===== config.mk =====
export PLATFORM = sky130hd
export DESIGN_NAME = dblBufSerialTx
export DESIGN_NICKNAME = d
export VERILOG_FILES = /design/src/rtl/dblTxPkg.sv /design/src/rtl/dblTxCtrl.sv /design/src/rtl/dblTxData.sv /design/src/rtl/dblBufSerialTx.sv
export SDC_FILE = /design/constraint.sdc
export NUM_CORES = 1
export LEC_CHECK = 0
export ABC_AREA = 1
export BUFFER_PORTS_ARGS = -buffer_cell sky130_fd_sc_hd__buf_2
export CORE_UTILIZATION = 55
export DETAILED_ROUTE_END_ITERATION = 10
export PLACE_DENSITY_LB_ADDON = 0.15
export SLEW_MARGIN = 20
export SYNTH_ARGS = -nofsm -noshare
export SYNTH_HDL_FRONTEND = slang
export SYNTH_SLANG_ARGS = --single-unit

===== constraint.sdc =====
create_clock -name clk -period 1.7 [get_ports clk]
set_clock_uncertainty 0.15 [all_clocks]
set_input_delay 0.255 -clock clk [delete_from_list [all_inputs] [get_ports clk]]
set_output_delay 0.255 -clock clk [all_outputs]
set_load 0.05 [all_outputs]

===== src/rtl/dblTxPkg.sv =====
package dblTxPkg;
  typedef struct packed {
    logic capture;  // latch write data into holding buffer
    logic load;     // move holding buffer into frame shifter
    logic shift;    // present next frame bit on the line
    logic clear;    // abort: idle the line and flush the shifter
  } txStrobe_t;
endpackage


===== src/rtl/dblTxCtrl.sv =====
module dblTxCtrl
  import dblTxPkg::*;
#(
  parameter int DATA_W = 8
) (
  input  logic       clk,
  input  logic       rstN,
  input  logic       txEnable,
  input  logic       mode9,
  input  logic       wrStrobe,
  input  logic       bitTick,
  output txStrobe_t  strobes,
  output logic       bufEmpty,
  output logic       shiftEmpty,
  output logic       overwriteFlag
);
  localparam int LEN_LONG  = DATA_W + 3;
  localparam int LEN_SHORT = DATA_W + 2;
  localparam int CNT_W     = $clog2(LEN_LONG + 1);
  localparam logic [CNT_W-1:0] LEN_L = CNT_W'(LEN_LONG);
  localparam logic [CNT_W-1:0] LEN_S = CNT_W'(LEN_SHORT);

  logic             holdFull;
  logic             busy;
  logic [CNT_W-1:0] bitsLeft;
  logic             loadNow, writeOk, shiftNow, finishNow;

  assign loadNow   = txEnable & holdFull & ~busy;
  assign writeOk   = txEnable & wrStrobe;
  assign shiftNow  = txEnable & busy & bitTick & (bitsLeft != '0);
  assign finishNow = txEnable & busy & bitTick & (bitsLeft == '0);

  always_comb begin
    strobes.capture = writeOk;
    strobes.load    = loadNow;
    strobes.shift   = shiftNow;
    strobes.clear   = ~txEnable;
  end

  always_ff @(posedge clk or negedge rstN) begin
    if (!rstN) begin
      holdFull      <= 1'b0;
      busy          <= 1'b0;
      bitsLeft      <= '0;
      bufEmpty      <= 1'b0;
      overwriteFlag <= 1'b0;
    end else if (!txEnable) begin
      holdFull      <= 1'b0;
      busy          <= 1'b0;
      bitsLeft      <= '0;
      bufEmpty      <= 1'b0;
      overwriteFlag <= 1'b0;
    end else begin
      bufEmpty <= ~holdFull;
      if (loadNow) begin
        busy     <= 1'b1;
        bitsLeft <= mode9 ? LEN_L : LEN_S;
      end else if (shiftNow) begin
        bitsLeft <= bitsLeft - CNT_W'(1);
      end else if (finishNow) begin
        busy <= 1'b0;
      end
      if (writeOk) holdFull <= 1'b1;
      else if (loadNow) holdFull <= 1'b0;
      if (writeOk && holdFull && !loadNow) overwriteFlag <= 1'b1;
    end
  end

  assign shiftEmpty = ~busy;


  idle_count_chk: assert property (@(posedge clk) disable iff (!rstN)
    shiftEmpty |-> (bitsLeft == '0));


  frame_len_chk: assert property (@(posedge clk) disable iff (!rstN)
    bitsLeft <= LEN_L);


  buf_clear_chk: assert property (@(posedge clk) disable iff (!rstN)
    $fell(bufEmpty) |-> ($past(wrStrobe, 2) || !$past(txEnable)));


  overwrite_rise_chk: assert property (@(posedge clk) disable iff (!rstN)
    $rose(overwriteFlag) |-> $past(wrStrobe && holdFull));
endmodule


===== src/rtl/dblTxData.sv =====
module dblTxData
  import dblTxPkg::*;
#(
  parameter int DATA_W = 8
) (
  input  logic              clk,
  input  logic              rstN,
  input  txStrobe_t         strobes,
  input  logic              mode9,
  input  logic [DATA_W-1:0] wrData,
  input  logic              wrBit9,
  output logic              serialOut
);
  localparam int FRAME_W = DATA_W + 3;

  logic [DATA_W:0]    holdData;
  logic [FRAME_W-1:0] frameReg;
  logic               lineOut;

  always_ff @(posedge clk or negedge rstN) begin
    if (!rstN) begin
      holdData <= '0;
      frameReg <= '1;
      lineOut  <= 1'b1;
    end else begin
      if (strobes.capture) holdData <= {wrBit9, wrData};
      if (strobes.clear) begin
        frameReg <= '1;
        lineOut  <= 1'b1;
      end else if (strobes.load) begin
        frameReg <= {1'b1, (mode9 ? holdData[DATA_W] : 1'b1),
                     holdData[DATA_W-1:0], 1'b0};
      end else if (strobes.shift) begin
        lineOut  <= frameReg[0];
        frameReg <= {1'b1, frameReg[FRAME_W-1:1]};
      end
    end
  end

  assign serialOut = lineOut;


  load_idle_chk: assert property (@(posedge clk) disable iff (!rstN)
    strobes.load |=> serialOut);


  clear_idle_chk: assert property (@(posedge clk) disable iff (!rstN)
    strobes.clear |=> serialOut);
endmodule


===== src/rtl/dblBufSerialTx.sv =====
module dblBufSerialTx
  import dblTxPkg::*;
#(
  parameter int DATA_W = 8
) (
  input  logic              clk,
  input  logic              rstN,
  input  logic              txEnable,
  input  logic              mode9,
  input  logic              irqEnable,
  input  logic              wrStrobe,
  input  logic [DATA_W-1:0] wrData,
  input  logic              wrBit9,
  input  logic              bitTick,
  output logic              serialOut,
  output logic              bufEmpty,
  output logic              irqReq,
  output logic              shiftEmpty,
  output logic              overwriteFlag
);
  txStrobe_t strobes;

  dblTxCtrl #(.DATA_W(DATA_W)) u_ctrl (
    .clk(clk), .rstN(rstN), .txEnable(txEnable), .mode9(mode9),
    .wrStrobe(wrStrobe), .bitTick(bitTick), .strobes(strobes),
    .bufEmpty(bufEmpty), .shiftEmpty(shiftEmpty),
    .overwriteFlag(overwriteFlag));

  dblTxData #(.DATA_W(DATA_W)) u_data (
    .clk(clk), .rstN(rstN), .strobes(strobes), .mode9(mode9),
    .wrData(wrData), .wrBit9(wrBit9), .serialOut(serialOut));

  assign irqReq = bufEmpty & irqEnable;


  idle_line_chk: assert property (@(posedge clk) disable iff (!rstN)
    shiftEmpty |-> serialOut);


  irq_gate_chk: assert property (@(posedge clk) disable iff (!rstN)
    irqReq |-> bufEmpty);


  enable_set_chk: assert property (@(posedge clk) disable iff (!rstN)
    $rose(txEnable) |=> bufEmpty);


  disabled_state_chk: assert property (@(posedge clk) disable iff (!rstN)
    !txEnable |=> (shiftEmpty && serialOut && !bufEmpty));
endmodule


==> Yosys cells after proc, flatten, opt, wreduce, memory -nomap -nowiden <==
Index checks and enable logic that the tools add are counted.
{ "op_classes": {"n_addsub": 1, "n_eq_ne": 7, "muxes": 21, "bitwise_logic": 10, "n_reduce_logical": 7} }
{ "ops": {"columns": ["operator", "n"], "rows": [
  ["2-to-1 mux 11 bit", 3],
  ["2-to-1 mux 1 bit", 15],
  ["2-to-1 mux 4 bit", 3],
  ["!= test 3 x 1 -> 1 bit (second input constant)", 3],
  ["bitwise AND 1 bit", 8],
  ["zero test 4 bit", 1],
  ["!= test 2 x 1 -> 1 bit (second input constant)", 2],
  ["AND reduction 2 bit", 2],
  ["nonzero test 4 bit", 1],
  ["subtractor 4 x 1 -> 4 bit (second input constant)", 1],
  ["!= test 3 x 2 -> 1 bit (second input constant)", 1],
  ["logical AND 1 bit", 2],
  ["!= test 2 bit (second input constant)", 1],
  ["inverter 1 bit", 2],
  ["zero test 1 bit", 1]
]} }
{ "totals": {"reg_bits": 29, "in_bits": 16, "word_cells": 54} }

==> Depth between registers and ports, before layout <==
Gate-level depths: netlist (run 1).
{ "depth": {"depth_word": 7, "mapped_depth": 7, "ltp_nobuf": 7} }

==> Hierarchy <==
Synthesis (run 1) repeated with hierarchy kept, for this count alone.
{ "unflattened": {"hier_cells": 185, "hier_area_um2": 1445.1} }
{ "by_module_without_submodules": {"columns": ["module", "n_inst", "cells_each", "area_per_inst_um2", "seq_area_each_um2"], "rows": [
  ["dblTxData", 1, 122, 963.4, 514.2],
  ["dblTxCtrl", 1, 61, 474.2, 200.2],
  ["dblBufSerialTx", 1, 2, 7.5, 0.0]
]} }

==> Worst setup path before layout (run 1) <==
No wires, ideal clock.
{ "synth_path": {"path_kind": "register -> register", "start": "register u_ctrl.busy", "end": "register u_ctrl.bitsLeft[0]", "setup_time_ns": 0.119, "arrival_ns": 1.203, "required_time_ns": 1.431, "slack_ns": 0.229, "stages_incl_launch_ff": 7, "path_buffers": 2, "period_less_slack_ns": 1.471, "path_cell_list": "dfrtp_1 > inv_2 > nand3_2 > buf_6 > buf_6 > nand4_1 > nand2_1"} }
{ "synth_between": {"elab_chain_len": 4, "elab_cells_between_ends": 8, "classes_between": "1 x eq/ne; 2 x mux; 5 x bitwise"} }
{ "synth_rtl": {"columns": ["element", "line_no", "source"], "rows": [
  ["start: declaration", "dblTxCtrl.sv:24", "logic busy;"],
  ["start signal: assignment", "dblTxCtrl.sv:43", "busy <= 1'b0;"],
  ["start signal: assignment", "dblTxCtrl.sv:49", "busy <= 1'b0;"],
  ["start signal: assignment", "dblTxCtrl.sv:56", "busy <= 1'b1;"],
  ["inverter 1 bit *", null, null],
  ["via shiftEmpty", "dblBufSerialTx.sv:18", "output logic shiftEmpty,"],
  ["bitwise AND 1 bit *", "dblTxCtrl.sv:28", "assign loadNow = txEnable & holdFull & ~busy;"],
  ["2-to-1 mux 4 bit", "dblTxCtrl.sv:55", "if (loadNow) begin"],
  ["2-to-1 mux 4 bit", "dblTxCtrl.sv:47", "end else if (!txEnable) begin"],
  ["end signal: assignment", "dblTxCtrl.sv:57", "bitsLeft <= mode9 ? LEN_L : LEN_S;"],
  ["end signal: assignment", "dblTxCtrl.sv:59", "bitsLeft <= bitsLeft - CNT_W'(1);"],
  ["end: declaration", "dblTxCtrl.sv:25", "logic [CNT_W-1:0] bitsLeft;"]
]} }
The timed path passes the listed nets; every way through them passes the cells marked *.
A chain may end at the register's enable or synchronous reset.

==> Worst setup path after layout (run 1) <==
{ "layout_path": {"start": "register u_ctrl.busy", "end": "output shiftEmpty"} }
{ "layout_between": {"elab_chain_len": 1} }
{ "layout_rtl": {"columns": ["element", "line_no", "source"], "rows": [
  ["inverter 1 bit", "dblTxCtrl.sv:69", "assign shiftEmpty = ~busy;"],
  ["end: declaration", "dblBufSerialTx.sv:18", null]
]} }
Every way passes these cells.

==> impl_results.md, run 1 <==
- WL/cell: 12.0 um
- CTS H-tree lvls: 1
- Drt total wl: 2.80 mm
- Final Cycle Share: 0.961
- Worst path slowest cell: dfrtp_1
- Post-Layout Cell Count: 233
- Worst path required time: 1.29 ns
- TritonCTS Buffers: 3
- Io pins: 21
- CTS tree: done
- Post-route antenna net violation count: 0
- Initial antenna violation count: 0
- Hold slack final: 0.0207 ns
- Critical Path Source: u_ctrl.busy
- HP Start: mode9
- Total power: 1420 uW
- Critical path launch point type: flip-flop
- DRC errors left: 0
- Netlist Area Pre-Place: 1430 um^2
- Die Y: 52.9 um
- Seq pwr share: 0.579
- DP Area: 1530 um^2
- Critical path arrival: 1.23 ns
- Synth Warn #: 0
- Vias in the first global route: 1172
- Crit Path Class: flip-flop to primary output
- Syn Inst Count: 173
- Status: completed
- Router iterations before antenna repair: 4
- Number of fill cells: 207
- Tightest Pin Transition: 0.611 ns
- Clock slew seen by the registers of the worst setup and hold paths: 0.15 ns
- Number of diodes: 0
- FF+latch count, synth: 28
- Port Buffers: 20
- Nets: 222
- Syn_area_per_cell: 8.24 um^2
- Layout cell share with drive strength beyond 1: 0.236
- # rows: 18
- Root Buffer: clkbuf_4
- Worst IR Drop VDD: 696 uV
- Combinational power share: 0.225
- Power density over the cells: 844 nW/um^2
- DR vias: 1239
- Commonest non-fill, non-tap cell in the layout: nand2_1
- Pin count of the biggest net entering global routing: 31
- Unique masters post-synth: 23
- GRT overflow: 0
- Critical R2R Launch: u_ctrl.bitsLeft[0]
- Fin area: 1680 um^2
- CP bufs+invs: 2
- DRT iter0 DRCs: 17
- Num Clock Sinks: 28
- Initial core utilization: 0.581
- Fmax: 612 MHz
- Sequential-to-total area share from yosys stat: 0.501
- Worst-path cell chain: inv_2 > buf_2
- Syn Nets: 191
- Max-Cap Viols: 0
- Kind of end point of the critical path: primary output
- Sequential Area: 714 um^2
- Worst-skew pair later-pin latency: 0.32 ns
- Final setup vio count: 0
- Placer Congestion: 0.768
- Slew HR: 0.592
- Net Sw Frac: 0.304
- Commonest cells after routing, fill and taps aside: nand2_1, buf_2, nand4_1, dfrtp_1, nand3_1
- Clk buf depth: 2
- Inst Count DP: 216
- Vias per cell: 5.32
- Area Overhead vs Synth: 17.9%
- P_int: 988 uW
- Clk pwr share: 0.197
- CORE AREA: 2450 um^2
- Crit path max fanout: 9
- Post-DP HPWL: 1.88 mm
- Period minus WS final: 1.63 ns
- Fin. Hold Viols: 0
- Max Slew Vio Count: 0
- P_leak: 0.000890 uW
- First-pass GRT wire length: 4.88 mm
- Hold Crit Class: input port to flip-flop
- Switching power: 431 uW
- Die W: 52.9 um
- Multi-input logic area: 612 um^2
- CP top delay family: flip-flops
- Critical path's largest stage delay: 0.46 ns
- Die ar.: 2800 um^2
- All-Layer GR Usage: 0.239
cell type report:
class                           count  share of cell area
Clock buffer                        4              0.0156
Inverter                           11              0.0246
Multi-Input combinational cell    125               0.364
Sequential cell                    28               0.425
Tap cell                           30              0.0223
Timing Repair Buffer               35               0.149
logic make-up (layout without fill, tap and decap cells):
| kind of cell | Yosys count | count (layout) | synth area share |
|---|---|---|---|
| xor gates and xnor gates | 1 | 1 | 0.00614 |
| AOI/OAI and AO/OA | 6 | 6 | 0.0228 |
| buffers and inverters | 20 | 50 | 0.0754 |
| adders and majority gates | 2 | 2 | 0.0175 |
| DFF | 28 | 28 | 0.501 |
| and+or+nand+nor | 116 | 116 | 0.377 |
flip-flops by register name, indices dropped and copies added, names as in the netlist:
name,cells
u_data.serialOut,1
u_data.holdData,9
u_ctrl.bitsLeft,4
u_data.frameReg,10
u_ctrl.busy,1
u_ctrl.overwriteFlag,1
u_ctrl.bufEmpty,1
u_ctrl.holdFull,1
power by group through the flow:
stage | combinational (uW) | clock (uW) | sequential (uW)
3_5_place_dp | 299 | 0 | 833
5_1_grt | 372 | 312 | 832
3_3_place_gp | 287 | 0 | 830
6_report | 319 | 279 | 821
2_1_floorplan | 222 | 0 | 826
4_1_cts | 318 | 288 | 821
metal layers:
layer / global-route usage / routed length [um]
met5: 0 / 0
met2: 0.432 / 1470
met3: 0.0374 / 91
met1: 0.287 / 1230
met4: 0.0746 / 14
synthesized netlist by cell type, drive strengths merged:
| cell type | count | area [um^2] |
|---|---|---|
| clkbuf | 1 | 3.75 |
| o211ai | 1 | 7.51 |
| nor2 | 9 | 41.3 |
| dfstp | 11 | 289 |
| buf | 8 | 62.6 |
| nand2 | 71 | 279 |
| ha | 2 | 25.0 |
| nand4 | 19 | 119 |
| nand3 | 15 | 85.1 |
| xor2 | 1 | 8.76 |
| dfrtp | 17 | 425 |
| inv | 11 | 41.3 |
| or2 | 1 | 6.26 |
| o21ai | 5 | 25.0 |
| nand3b | 1 | 7.51 |
through the flow:
step / setup WS (ns) / setup TNS (ns) / util
2_1_floorplan: 0.229 / 0 / -
3_3_place_gp: 0.210 / 0 / 0.621
3_5_place_dp: 0.130 / 0 / 0.621
4_1_cts: 0.0489 / 0 / 0.673
5_1_grt: -0.000154 / -0.000154 / 0.685
6_report: 0.0664 / 0 / 0.685
final timing paths:
check | slack [ns] | end | cells past startpoint
max in group asynchronous | 0.68 | u_data.holdData[5] | 2
worst min register to register | 0.35 | u_ctrl.overwriteFlag | 2
min in group asynchronous | 0.32 | u_ctrl.bitsLeft[2] | 2
worst max-delay path | 0.07 | shiftEmpty | 2
worst min-delay path | 0.02 | u_data.frameReg[9] | 4
worst max register to register | 0.14 | u_data.frameReg[9] | 7
worst reg2reg max path, stage by stage, from the launching register on:
cell and delay [ns]:
dfrtp_1 0.41, inv_1 0.14, ha_1 0.16, nand2_1 0.13, nand2_4 0.21, buf_4 0.15
nand4_1 0.08, nand2_1 0.10
repair_timing:
item | CTS | global route
setup buffers | 0 | 3
hold endpoints to repair | 26 | 0
resized for setup | 0 | 1
endpoints found under the setup margin | 0 | 8
hold buffers | 10 | 0
Note: power is estimated with default switching activity, not from simulation.
==> run 2, diff against run 1 <==
--- a/config.mk
+++ b/config.mk
@@ -7,10 +7,12 @@
 export LEC_CHECK = 0
 export ABC_AREA = 1
 export BUFFER_PORTS_ARGS = -buffer_cell sky130_fd_sc_hd__buf_2
+export CORE_MARGIN = 5
 export CORE_UTILIZATION = 55
 export DETAILED_ROUTE_END_ITERATION = 10
 export PLACE_DENSITY_LB_ADDON = 0.15
 export SLEW_MARGIN = 20
 export SYNTH_ARGS = -nofsm -noshare
 export SYNTH_HDL_FRONTEND = slang
+export SYNTH_HIERARCHICAL = 1
 export SYNTH_SLANG_ARGS = --single-unit
==> run 2 against run 1 <==
  * Global-route usage decreased by 6.4 points
  * First-iteration DRC count increased by 110%
  * Sequential power increased by 2%
  * Clock power about the same
  * Maximum frequency increased by 5.6%
  * Via count decreased by 3.0%
  * Highest routed layer unchanged
  * Hold slack got worse by 0.0020 ns
  * Cell count increased by 5.2%
  * Count of clock-buffer cells in the layout unchanged
  * Area after synthesis increased by 1.3%
  * Final area increased by 0.15%
==> impl_results.md, run 2 <==
- Period minus WS final: 1.55 ns
- Initial antenna violation count: 0
- First-pass GRT wire length: 4.98 mm
- Number of diodes: 0
- RSZ-0062 raised after global routing: no
- Unique masters post-synth: 22
- Worst IR Drop VDD: 615 uV
- Commonest non-fill, non-tap cell in the layout: nand2_1
- Largest family of logic cells by synthesized area: simple AND/OR/NAND/NOR gates
- Tightest Pin Transition: 0.607 ns
- TNS Setup: 0 ns
- Post-DP HPWL: 2.02 mm
- Worst-skew pair later-pin latency: 0.32 ns
- Mux share of post-synthesis cell area: 0
- PnR worst setup slack: 0.153 ns
- Fin. Hold Viols: 0
- # rows: 18
- Number of synthesized flops with an enable pin: 0
- Kind of end point of the critical path: flip-flop
- Final Cycle Share: 0.910
- Critical path launch point type: flip-flop
- CTS H-tree lvls: 1
- Compound-Gate Fraction of Synth Area: 0.0511
- Prevailing post-synth register cell: dfrtp_1
- Root Buffer: clkbuf_4
- Post-synth top area share: 0.294
- Critical path arrival: 1.67 ns
- Status: completed
- Yosys top cell by area: dfrtp_1
- Number of fill cells: 207
- Area contributors post-synth: dfrtp_1, dfstp_2, nand2_1
- Final setup vio count: 0
- Num Clock Sinks: 28
- DRC errors left: 0
- Most numerous cell in the Yosys netlist: nand2_1
- Die Y: 61.3 um
- DR vias: 1202
- Syn Inst Count: 185
- Post-synth top cells: nand2_1, inv_1, dfrtp_1
- Io pins: 21
- Syn Nets: 203
- Vias in the first global route: 1165
- XOR/XNOR share of the synthesized area: 0.00606
- Total power: 1490 uW
- Max Slew Vio Count: 0
- Hold Crit Class: input port to flip-flop
- Synth Warn #: 6
- Power density over the cells: 886 nW/um^2
- Regs by FF count: u_data/frameReg x10, u_data/holdData x9, u_ctrl/bitsLeft x4
- Crit Path Class: flip-flop to flip-flop
- Placer Congestion: 0.889
- Router iterations before antenna repair: 4
- Layout cell share with drive strength beyond 1: 0.233
- Commonest cells after routing, fill and taps aside: nand2_1, inv_1, buf_2, dfrtp_1, nand3_1
- Sequential-to-total area share from yosys stat: 0.494
- Vias per cell: 4.91
- Pin count of the biggest net entering global routing: 29
- Fmax: 647 MHz
- Async SR Flop Fraction: 1.00
- Syn_area_per_cell: 7.81 um^2
- Port Buffers: 20
- TritonCTS Buffers: 3
- CTS tree: done
- P_leak: 0.000917 uW
- FF+latch count, synth: 28
- GRT overflow: 0
- Most flops, register: u_data/frameReg
- All-Layer GR Usage: 0.175
- Drt total wl: 2.81 mm
- Max-Cap Viols: 0
- Die W: 61.3 um
- WL/cell: 11.4 um
- Clk buf depth: 2
- DRT iter0 DRCs: 35
- Slew HR: 0.595
- Crit path max fanout: 12
- Adder-cell share of the synthesized area: 0.0173
- Clock slew seen by the registers of the worst setup and hold paths: 0.14 ns
- Die ar.: 3750 um^2
- Area Overhead vs Synth: 16.5%
- DP Worst Slack: 0.105 ns
- Post-route antenna net violation count: 0
- Initial core utilization: 0.578
- Nets: 234
- CORE AREA: 2500 um^2
- Max FFs per register: 10
- Worst path required time: 1.83 ns
- Netlist Area Pre-Place: 1450 um^2
- Post-Synth Simple-Gate Area: 0.319
run 2: changes by cell type after synthesis, moves of 3 or more:
cell and delta:
inv_1 +13, nand2_1 +9, nand3_1 +3, nand4_1 -18, o21ai_0 +7
run 2: what timing repair did:
item,in CTS,in global routing
resized for setup,0,2
hold buffers,10,0
setup buffers,0,0
hold endpoints to repair,26,0
setup endpoints to repair,0,8
run 2: power breakdown:
group / total [uW] / internal (uW) / switching [uW] / leakage [uW]
clock: 281 / 91.9 / 189 / 0.0000150
combinational: 370 / 139 / 231 / 0.000571
sequential: 840 / 783 / 57.3 / 0.000331
run 2: metrics by stage:
stage                     std cells  instance area, um^2   util  hold WS, ns
after floorplan                 185                 1450      -       -0.191
after global placement          231                 1550  0.621        0.142
after detailed placement        231                 1550  0.621        0.156
after CTS                       245                 1680  0.672      0.00728
after global routing            245                 1680  0.674       0.0271
final                           245                 1680  0.674       0.0187
run 2: kinds of logic (layout without fill, tap and decap cells):
logic type | count (synthesis) | count (layout)
compound gates | 14 | 14
flops | 28 | 28
simple gates | 107 | 107
fa+ha+maj | 2 | 2
xor+xnor | 1 | 1
buf+inv | 33 | 63
run 2: metal layers:
layer | part of all wire | vias up | wire length (um) | track usage
met2 | 0.44 | 32 | 1240 | 0.269
met3 | 0.042 | 6 | 117 | 0.0335
li1 | - | 622 | - | -
met4 | 0.017 | 0 | 47 | 0.0557
met1 | 0.50 | 542 | 1400 | 0.251
met5 | 0 | - | 0 | 0
run 2: critical path, cell delays in order (launching register included):
cell and delay, ns:
dfrtp_1 0.41, inv_1 0.10, ha_1 0.15, nand2_1 0.08, nand2_2 0.07, inv_1 0.07
nor2_2 0.12, nand2_4 0.12, inv_4 0.11, nand2_1 0.05, nand2_1 0.07
run 2: worst paths after layout:
check | from | to | slack (ns) | depth (start not counted)
setup / recovery | u_ctrl/bitsLeft[1] | u_data/frameReg[8] | 0.15 | 10
hold / removal | wrStrobe | u_ctrl/overwriteFlag | 0.02 | 3
setup reg to reg | u_ctrl/bitsLeft[1] | u_data/frameReg[8] | 0.15 | 10
hold reg to reg | u_data/serialOut | u_data/serialOut | 0.33 | 2
max in group asynchronous | rstN | u_data/holdData[2] | 0.71 | 2
min in group asynchronous | rstN | u_ctrl/bitsLeft[2] | 0.30 | 2
run 2: final cells by class:
type / count / area, um^2 / area share
sequential: 28 / 714 / 0.424
multi-input combinational: 124 / 572 / 0.340
timing repair buffer: 34 / 230 / 0.137
inverter: 25 / 104 / 0.0617
tap: 30 / 37.5 / 0.0223
clock buffer: 4 / 26.3 / 0.0156
==> run 3, diff against run 2 <==
--- a/config.mk
+++ b/config.mk
@@ -8,7 +8,7 @@
 export ABC_AREA = 1
 export BUFFER_PORTS_ARGS = -buffer_cell sky130_fd_sc_hd__buf_2
 export CORE_MARGIN = 5
-export CORE_UTILIZATION = 55
+export CORE_UTILIZATION = 50
 export DETAILED_ROUTE_END_ITERATION = 10
 export PLACE_DENSITY_LB_ADDON = 0.15
 export SLEW_MARGIN = 20
==> constraint.sdc (replaced) <==
create_clock -name clk -period 1.37 [get_ports clk]
set_clock_uncertainty 0.15 [all_clocks]
set_input_delay 0.2055 -clock clk [delete_from_list [all_inputs] [get_ports clk]]
set_output_delay 0.2055 -clock clk [all_outputs]
set_load 0.05 [all_outputs]
==> run 3 against run 2 <==
  * The run now ends with negative setup slack left
  * Non-clock buffer count grew 15
  * Global-route usage shrank 1.2 points
  * Wire length grew 11%
  * Clock power grew 97%
  * Via count grew 3.1%
  * Final area grew 15%
  * Count of clock-buffer cells in the layout shrank 1
  * Largest power group unchanged
  * Highest routed layer unchanged
==> impl_results.md, run 3 (synthesized netlist as in run 2, its figures left out) <==
- Critical path's largest stage delay: 0.43 ns
- Number of diodes: 0
- Initial antenna violation count: 0
- Router iterations before antenna repair: 4
- Worst-path cell chain: inv_2 > ha_4 > nand2_4 > nand2_4 > inv_4 > nor2_4 > nand2_4 > inv_6 > nand2_1 > nand2_1
- PnR worst setup slack: -0.0651 ns
- TritonCTS Buffers: 3
- WHS Path Cells: 3
- R2R Setup Slk: -0.07 ns
- Placer Congestion: 0.818
- Layout cell share with drive strength beyond 1: 0.342
- Critical path launch point type: flip-flop
- Final Cycle Share: 1.05
- CORE AREA: 2760 um^2
- Clk buf depth: 2
- Die Y: 63.8 um
- All-Layer GR Usage: 0.163
- RSZ-0062 raised after global routing: yes
- CTS H-tree lvls: 1
- Vias in the first global route: 1216
- DRC errors left: 0
- Worst IR Drop VDD: 774 uV
- Slew HR: 0.727
- Crit path max fanout: 8
- Status: complete, but fails checks
- Nets: 250
- Initial core utilization: 0.524
- Worst path required time: 1.51 ns
- Worst Reg-to-Reg Cells: 10
- Io pins: 21
- Crit Path Class: flip-flop to flip-flop
- Area Overhead vs Synth: 34.5%
- Regs by FF count: u_data/frameReg x10, u_data/holdData x9, u_ctrl/bitsLeft x4
- Die W: 63.8 um
- Drt total wl: 3.10 mm
- Worst path slowest cell: dfrtp_1
- Most flops, register: u_data/frameReg
- Fin. Hold Viols: 0
- Max FFs per register: 10
- Port Buffers: 20
- # rows: 19
- Vias per cell: 4.73
- CTS tree: done
- Critical path arrival: 1.58 ns
- Worst-skew pair later-pin latency: 0.33 ns
- DR vias: 1239
- Hold Crit Class: input port to flip-flop
- Commonest non-fill, non-tap cell in the layout: nand2_1
- Post-route antenna net violation count: 0
- Commonest cells after routing, fill and taps aside: nand2_1, buf_4, inv_1, nand3_1, dfrtp_1
- Die ar.: 4070 um^2
- Failing checks: negative setup slack
- Clock slew seen by the registers of the worst setup and hold paths: 0.16 ns
- WL/cell: 11.8 um
- DRT iter0 DRCs: 54
- Max-Cap Viols: 0
- Power density over the cells: 1130 nW/um^2
- DP Worst Slack: -0.0952 ns
- P_leak: 0.00103 uW
- Tightest Pin Transition: 0.410 ns
- Max Slew Vio Count: 0
- GRT overflow: 0
- TNS Setup: -0.613 ns
- Root Buffer: clkbuf_4
- Final setup vio count: 14
- Num Clock Sinks: 28
- Post-DP HPWL: 2.12 mm
- Kind of end point of the critical path: flip-flop
- Fmax: 697 MHz
- First-pass GRT wire length: 5.38 mm
- Period minus WS final: 1.44 ns
- Pin count of the biggest net entering global routing: 19
- CP dominant cell by count: nand2_4
==> run 3: cell count changes in the layout (fill, tap and decap cells not counted), moves of 3 or more <==
cell and delta:
buf_2 -5, dlygate4sd3_1 +3, nand2_2 +5, inv_2 +4, buf_4 +12, nand2_1 -6, inv_1 -6
==> run 3: report_power, final <==
| group | switching, uW | total [uW] | internal (uW) | leakage [uW] |
|---|---|---|---|---|
| Sequential | 70.7 | 1040 | 973 | 0.000330 |
| Combinational | 336 | 604 | 267 | 0.000670 |
| Clock | 258 | 554 | 296 | 0.0000279 |
==> run 3: cell type report <==
| class | instances | area [um^2] |
|---|---|---|
| Clock buffer | 3 | 22.5 |
| Timing Repair Buffer | 49 | 398 |
| Multi-Input combinational cell | 125 | 628 |
| Inverter | 25 | 111 |
| Tap cell | 31 | 38.8 |
| Sequential cell | 28 | 716 |
| Fill cell | 212 | 813 |
| Clock inverter | 1 | 30.0 |
==> run 3: per-layer routing <==
| layer | vias to the layer above | wire length (um) | share of wire | global-route usage |
|---|---|---|---|---|
| li1 | 653 | - | - | - |
| met1 | 549 | 1450 | 0.47 | 0.223 |
| met3 | 2 | 138 | 0.045 | 0.0245 |
| met4 | 0 | 19 | 0.0061 | 0.0545 |
| met2 | 35 | 1490 | 0.48 | 0.266 |
| met5 | - | 0 | 0 | 0 |
==> run 3: final timing paths <==
path                                          from                 end
worst min-delay path                      txEnable     u_ctrl/holdFull
max in group asynchronous                     rstN  u_data/frameReg[0]
worst max-delay path            u_ctrl/bitsLeft[0]  u_data/frameReg[1]
min in group asynchronous                     rstN     u_ctrl/holdFull
worst min register to register  u_data/frameReg[6]  u_data/frameReg[6]
worst max register to register  u_ctrl/bitsLeft[0]  u_data/frameReg[1]
==> run 3: per-stage QoR <==
step | instances | hold slack [ns] | total power, uW | utilization | cell area, um^2
floorplan | 185 | -0.240 | 1410 | - | 1490
global placement | 240 | -0.0374 | 1550 | 0.604 | 1670
detailed placement | 240 | -0.0338 | 1560 | 0.604 | 1670
CTS | 258 | 0.0334 | 2170 | 0.686 | 1890
global route | 262 | 0.0424 | 2340 | 0.705 | 1940
finish | 262 | 0.0444 | 2200 | 0.705 | 1940
==> run 3: timing repair <==
item,4_1_cts,5_1_grt
pin swaps,14,10
hold buffers,13,0
cloned,1,0
endpoints found under the hold margin,29,0
resized for setup,14,12
buffers inserted,0,5
endpoints found under the setup margin,16,29
==> run 3: critical path, delay by kind of cell, from the launching register on <==
family	cells	cell delay [ns]
buffers and inverters	3	0.21
DFF	1	0.43
and+or+nand+nor	6	0.46
adders and majority gates	1	0.13
